File: config.mk
export PLATFORM = sky130hd
export DESIGN_NAME = vol_cmd_i2c_slave
export DESIGN_NICKNAME = d
export VERILOG_FILES = /design/src/rtl/vcmd_pkg.sv /design/src/rtl/vcmd_line_sync.sv /design/src/rtl/vcmd_bus_events.sv /design/src/rtl/vcmd_frame_engine.sv /design/src/rtl/vol_cmd_i2c_slave.sv
export SDC_FILE = /design/constraint.sdc
export NUM_CORES = 1
export LEC_CHECK = 0
export ABC_AREA = 1
export BUFFER_PORTS_ARGS = -buffer_cell sky130_fd_sc_hd__buf_2
export CORE_MARGIN = 3
export CORE_UTILIZATION = 35
export DETAILED_ROUTE_END_ITERATION = 10
export SLEW_MARGIN = 20
export SYNTH_ARGS = -nofsm -noshare
export SYNTH_HDL_FRONTEND = slang
export SYNTH_SLANG_ARGS = --single-unit
File: constraint.sdc
create_clock -name clk -period 1.55 [get_ports clk]
set_input_delay 0.31 -clock clk [delete_from_list [all_inputs] [get_ports clk]]
set_output_delay 0.31 -clock clk [all_outputs]
set_load 0.01 [all_outputs]
File: src/rtl/vcmd_pkg.sv
package vcmd_pkg;

    typedef enum logic [2:0] {
        ST_IDLE,
        ST_RECV,
        ST_ACK_SETUP,
        ST_ACK_HOLD,
        ST_IGNORE,
        ST_DONE
    } fsm_t;

    localparam int unsigned BYTE_W = 8;

endpackage

File: src/rtl/vcmd_line_sync.sv
module vcmd_line_sync #(
    parameter int unsigned STAGES = 2
) (
    input  logic clk,
    input  logic rst_n,
    input  logic line_in,
    output logic level,
    output logic rise,
    output logic fall
);
    typedef struct packed {
        logic [STAGES-1:0] chain;
        logic              prev;
    } sync_t;

    sync_t q, d;

    always_comb begin
        d       = q;
        d.chain = {q.chain[STAGES-2:0], line_in};
        d.prev  = q.chain[STAGES-1];
    end

    always_ff @(posedge clk or negedge rst_n) begin
        if (!rst_n) q <= '1;
        else        q <= d;
    end

    assign level = q.chain[STAGES-1];
    assign rise  = level & ~q.prev;
    assign fall  = ~level & q.prev;

endmodule

File: src/rtl/vcmd_bus_events.sv
module vcmd_bus_events (
    input  logic scl_lvl,
    input  logic scl_rise,
    input  logic scl_fall,
    input  logic sda_lvl,
    input  logic sda_rise,
    input  logic sda_fall,
    output logic start_ev,
    output logic stop_ev,
    output logic bit_rise,
    output logic bit_fall,
    output logic bit_val
);
    logic scl_steady_high;

    always_comb begin
        scl_steady_high = scl_lvl & ~scl_rise;
        start_ev        = scl_steady_high & sda_fall;
        stop_ev         = scl_steady_high & sda_rise;
        bit_rise        = scl_rise;
        bit_fall        = scl_fall;
        bit_val         = sda_lvl;
    end

endmodule

File: src/rtl/vcmd_frame_engine.sv
module vcmd_frame_engine
    import vcmd_pkg::*;
#(
    parameter logic [6:0]  ADDR       = 7'b1000000,
    parameter int unsigned DATA_BYTES = 2,
    localparam int unsigned WORD_W    = BYTE_W * DATA_BYTES,
    localparam int unsigned IDX_W     = $clog2(DATA_BYTES + 1)
) (
    input  logic              clk,
    input  logic              rst_n,
    input  logic              start_ev,
    input  logic              stop_ev,
    input  logic              bit_rise,
    input  logic              bit_fall,
    input  logic              bit_val,
    input  logic              scl_lvl,
    output logic              sda_oe,
    output logic [WORD_W-1:0] word,
    output logic              valid
);
    typedef struct packed {
        fsm_t              st;
        logic [2:0]        bit_cnt;
        logic [IDX_W-1:0]  byte_idx;
        logic [7:0]        shreg;
        logic [WORD_W-1:0] asm_w;
        logic              oe;
        logic [WORD_W-1:0] word;
        logic              valid;
    } eng_t;

    eng_t q, d;

    always_comb begin
        logic [7:0]        shift_v;
        logic [WORD_W+7:0] cat_v;
        d       = q;
        d.valid = 1'b0;
        shift_v = {q.shreg[6:0], bit_val};
        cat_v   = {q.asm_w, shift_v};
        if (stop_ev) begin
            d.st = ST_IDLE;
            d.oe = 1'b0;
        end else if (start_ev) begin
            d.st       = ST_RECV;
            d.bit_cnt  = '0;
            d.byte_idx = '0;
            d.oe       = 1'b0;
            d.asm_w    = '0;
        end else begin
            case (q.st)
                ST_RECV: begin
                    if (bit_rise) begin
                        d.shreg   = shift_v;
                        d.bit_cnt = q.bit_cnt + 3'd1;
                        if (q.bit_cnt == 3'd7) begin
                            if (q.byte_idx == '0) begin
                                d.st = (shift_v == {ADDR, 1'b0}) ? ST_ACK_SETUP : ST_IGNORE;
                            end else begin
                                d.asm_w = cat_v[WORD_W-1:0];
                                d.st    = ST_ACK_SETUP;
                            end
                        end
                    end
                end
                ST_ACK_SETUP: begin
                    if (bit_fall) begin
                        d.oe = 1'b1;
                        d.st = ST_ACK_HOLD;
                    end
                end
                ST_ACK_HOLD: begin
                    if (bit_fall) begin
                        d.oe      = 1'b0;
                        d.bit_cnt = '0;
                        if (q.byte_idx == IDX_W'(DATA_BYTES)) begin
                            d.word  = q.asm_w;
                            d.valid = 1'b1;
                            d.st    = ST_DONE;
                        end else begin
                            d.byte_idx = q.byte_idx + IDX_W'(1);
                            d.st       = ST_RECV;
                        end
                    end
                end
                default: ;
            endcase
        end
    end

    always_ff @(posedge clk or negedge rst_n) begin
        if (!rst_n) begin
            q          <= '0;
            q.st       <= ST_IDLE;
        end else begin
            q <= d;
        end
    end

    assign sda_oe = q.oe;
    assign word   = q.word;
    assign valid  = q.valid;

    // the commit strobe lasts a single cycle
    p_valid_single_r6: assert property (@(posedge clk) disable iff (!rst_n)
        valid |=> !valid);

    // the commit coincides with releasing the final acknowledge
    p_valid_after_ack_r6: assert property (@(posedge clk) disable iff (!rst_n)
        valid |-> $past(sda_oe));

    // the acknowledge driver only engages while SCL is low
    p_oe_scl_low_r4: assert property (@(posedge clk) disable iff (!rst_n)
        $rose(sda_oe) |-> !scl_lvl);

    // a rejected frame never drives the line
    p_ignore_quiet_r3: assert property (@(posedge clk) disable iff (!rst_n)
        (q.st == ST_IGNORE) |-> !sda_oe);

    // the output word moves only on a commit
    p_word_hold_r7: assert property (@(posedge clk) disable iff (!rst_n)
        !valid |-> $stable(word));

endmodule

File: src/rtl/vol_cmd_i2c_slave.sv
module vol_cmd_i2c_slave #(
    parameter logic [6:0]  ADDR        = 7'b1000000,
    parameter int unsigned SYNC_STAGES = 2,
    parameter int unsigned DATA_BYTES  = 2,
    localparam int unsigned WORD_W     = 8 * DATA_BYTES
) (
    input  logic              clk,
    input  logic              rst_n,
    input  logic              scl_in,
    input  logic              sda_in,
    output logic              sda_oe,
    output logic [WORD_W-1:0] cmd_word,
    output logic              cmd_valid
);
    localparam int unsigned N_LINES = 2;  // index 0: SCL, index 1: SDA

    logic [N_LINES-1:0] raw;
    logic [N_LINES-1:0] lvl, rs, fl;
    logic start_ev, stop_ev, bit_rise, bit_fall, bit_val;

    assign raw = {sda_in, scl_in};

    for (genvar g = 0; g < N_LINES; g++) begin : g_sync
        vcmd_line_sync #(.STAGES(SYNC_STAGES)) u_sync (
            .clk     (clk),
            .rst_n   (rst_n),
            .line_in (raw[g]),
            .level   (lvl[g]),
            .rise    (rs[g]),
            .fall    (fl[g])
        );
    end

    vcmd_bus_events u_events (
        .scl_lvl  (lvl[0]),
        .scl_rise (rs[0]),
        .scl_fall (fl[0]),
        .sda_lvl  (lvl[1]),
        .sda_rise (rs[1]),
        .sda_fall (fl[1]),
        .start_ev (start_ev),
        .stop_ev  (stop_ev),
        .bit_rise (bit_rise),
        .bit_fall (bit_fall),
        .bit_val  (bit_val)
    );

    vcmd_frame_engine #(.ADDR(ADDR), .DATA_BYTES(DATA_BYTES)) u_engine (
        .clk      (clk),
        .rst_n    (rst_n),
        .start_ev (start_ev),
        .stop_ev  (stop_ev),
        .bit_rise (bit_rise),
        .bit_fall (bit_fall),
        .bit_val  (bit_val),
        .scl_lvl  (lvl[0]),
        .sda_oe   (sda_oe),
        .word     (cmd_word),
        .valid    (cmd_valid)
    );

endmodule

==> flow_summary_export.csv <==
group,metric,value,unit
timing,hold_viol_final,0,
timing,setup_violations,0,
placed_design,gp_congestion,0.8396,
placed_design,placed_cell_area,0.002487,sq mm
worst_setup_path,crit_required,1.76,ns
cells_and_area,final_area,0.002665,sq mm
logic_synthesis,async_flop_share,1.000,
timing,finClkSkew,0.005126,ns
worst_hold_path,worstHoldPathCells,1,
clock_tree,numClockSinks,55,
drt,avgViaCountPerCell,4.643,
global_route,overflow,0,
logic_synthesis,synth-seq-cells,55,
drt,routedWlPerCell,11.75,um
worst_setup_path,path_class,"register to register",
power,switchingPower,1002,uW
power,intPower,2149,uW
logic_synthesis,synthTopCellsByArea,"dfrtp_1 (51%), nand2_1 (9.7%), dfstp_2 (6.6%)",
clock_tree,clk_latency,0.31,ns
drt,drt_iter0_markers,54,
cells_and_area,area_delta_synth_final,11.11,%
worst_setup_path,cp-end-kind,"register",
logic_synthesis,synth_cell_type_count,22,
outcome,status,"complete, no violations",
cells_and_area,fillers,656,
clock_tree,cts_inserted_buffers,5,
timing,fin_tns_setup,0,ns
timing,tightest_slew,0.4236,ns
logic_synthesis,syn_avg_cell_area,9.225,sq um
logic_synthesis,synth_nets,268,
power,leakage,0.001307,uW
floorplan,rows,29,
clock_tree,clock_path_buffers,2,
power,p_sw_frac,0.3180,
timing,whs,0.08692,ns
floorplan,boundaryPins,22,
logic_synthesis,syn-instance-count,260,
drt,drcViolationCount,0,
timing,slew_viol_final,0,
global_route,grt_pass1_wl,7272,um
drt,vias,1639,
worst_setup_path,r2r_start,"g_sync[0].u_sync.level$_DFF_PN1_",
floorplan,die_height,88.78,um
cells_and_area,layout.cells.non_filler,353,
global_route,antenna_found_initial,0,
floorplan,die_w,88.78,um
logic_synthesis,synth-seq-area-share,0.5769,
global_route,grt_pass1_vias,1689,
worst_setup_path,r2r_slack,0.08,ns
worst_setup_path,r2r_end,"u_engine.q[44]$_DFFE_PN0P_",
drt,ant_nets,0,
worst_setup_path,start_kind,"register",
drt,drtPass1Iterations,4,
cells_and_area,seq_area,0.001384,sq mm
logic_synthesis,synth_top_area_cell,"dfrtp_1",
clock_tree,cts_root_buf,"clkbuf_8",
floorplan,coreArea,0.006495,sq mm
worst_hold_path,min_to,"g_sync[0].u_sync.d[2]$_DFF_PN1_",
job,cap_violations,0,
cells_and_area,n_antenna_cell,0,
power,pwr-share-seq,0.536,
worst_setup_path,critPathArrivalTime,1.69,ns
clock_tree,ctsHtreeMaxLevel,2,
logic_synthesis,yosys-top-cells-count,"nand2_1 (62), dfrtp_1 (49), inv_1 (33)",
logic_synthesis,synth_top_cell_area_share,0.5112,
worst_hold_path,hold_start,"scl_in",
cells_and_area,nNetsFinal,283,
drt,wirelength,4149,um
power,clkPwrFrac,0.254,
placed_design,numPlacedInstances,341,
floorplan,start_util,0.3693,
logic_synthesis,yosysWarnings,0,
global_route,gr-usage-all-layers,0.1182,
logic_synthesis,synth-edff-count,0,
worst_hold_path,hold_path_class,"primary input to register",
worst_setup_path,crit_fanout,7,
placed_design,hpwl,2896,um
timing,max_freq,0.6795,GHz
logic_synthesis,syn_area,0.002399,sq mm
timing,period_share,0.9495,
worst_setup_path,r2r_cells,7,
cells_and_area,multi_input_area,783.3,sq um
clock_tree,clk_pin_slew,0.10,ns
clock_tree,cts_tree,"done",
power,p_per_area,1183,mW/mm^2
power,p_comb_frac,0.210,
floorplan,die_area,0.007882,sq mm
logic_synthesis,synth_flop_cell,"dfrtp_1",
placed_design,port_buffers,21,
logic_synthesis,yosysMostFrequentCell,"nand2_1",
power,p_total,3152,uW
power,peakVddDrop,554.2,uV
cells_and_area,drive_gt1_frac,0.1993,
timing,max-slew-margin-rel,0.7176,
global_route,grt_max_degree,35,
timing,post-route-min-period,1.472,ns
## power groups by stage
stage	registers (uW)	logic [uW]	clock network, uW
5_1_grt	1710	791	905
4_1_cts	1690	637	841
3_5_place_dp	1710	632	0
3_3_place_gp	1710	617	0
2_1_floorplan	1690	478	0
6_report	1690	661	801
## kinds of logic (layout without fill, tap and decap cells)
| group | after synthesis | after routing | synth area share |
|---|---|---|---|
| AOI/OAI and AO/OA | 45 | 45 | 0.1022 |
| adders and majority gates | 4 | 4 | 0.02087 |
| buffers and inverters | 55 | 71 | 0.1195 |
| DFF | 55 | 55 | 0.5769 |
| and+or+nand+nor | 101 | 101 | 0.1805 |
## cells in the final DEF, fill, tap and decap left out, drive strengths merged
cell type and instances:
o21ai 29, a21oi 1, ha 4, nand4 2, dfrtp 49, clkbuf 6
clkinvlp 1, dlygate4sd3 1, nand2 64, o21bai 1, o22ai 14, dfstp 6
nor2 21, inv 34, nor3 1, nand3 13, buf 29
## worst max-delay path, stage by stage (launching register included)
cell	delay (ns)
dfstp_2	0.65
nand2_1	0.15
nor2_4	0.17
nor2_1	0.06
nand2_1	0.12
nand2_1	0.10
nand2_1	0.08
nand2_1	0.05
## per-stage QoR
step	util	worst slack [ns]
final	0.4103	0.07834
after global routing	0.4103	-0.01035
after CTS	0.3982	0.06830
after detailed placement	0.3830	0.08406
after global placement	0.3830	0.1068
after floorplan	-	0.1655
## repair_timing
item | CTS | global route
gates resized for setup | 0 | 13
hold buffers | 1 | 0
endpoints found under the hold margin | 21 | 0
buffers inserted | 0 | 2
endpoints found under the setup margin | 0 | 21
## sequential cells by signal, indices dropped and copies added (netlist names)
name / flops
g_sync.u_sync.d: 2
g_sync.u_sync.level: 2
g_sync.u_sync.q: 2
u_engine.word: 16
u_engine.valid: 1
u_engine.sda_oe: 1
u_engine.q: 31
## layout make-up
type                       instances  share of cell area
clock inverter                     2            0.006103
timing repair buffer              30             0.07089
clock buffer                       6             0.02723
sequential                        55              0.5192
multi-input combinational        150              0.2939
inverter                          33             0.04648
tap                               77             0.03615
## layer usage
layer	share of wire	up-vias	track usage
met5	0	-	0
met4	0.022	0	0.05357
met3	0.039	8	0.02793
met2	0.44	29	0.1957
met1	0.50	758	0.1458
li1	-	844	-
## worst max path at each step
stage | slack [ns] | endpoint | depth (start not counted) | from
5_1_grt | -0.01 | u_engine.q[45]$_DFFE_PN0P_ | 7 | g_sync[0].u_sync.level$_DFF_PN1_
4_1_cts | 0.07 | u_engine.q[25]$_DFFE_PN0P_ | 7 | u_engine.q[44]$_DFFE_PN0P_
6_report | 0.08 | u_engine.q[44]$_DFFE_PN0P_ | 7 | g_sync[0].u_sync.level$_DFF_PN1_
3_3_place_gp | 0.11 | u_engine.q[25]$_DFFE_PN0P_ | 7 | u_engine.q[44]$_DFFE_PN0P_
3_5_place_dp | 0.08 | u_engine.q[25]$_DFFE_PN0P_ | 7 | u_engine.q[44]$_DFFE_PN0P_
2_1_floorplan | 0.17 | u_engine.q[21]$_DFFE_PN0P_ | 8 | u_engine.q[44]$_DFFE_PN0P_
(Power assumes the default switching activity.)
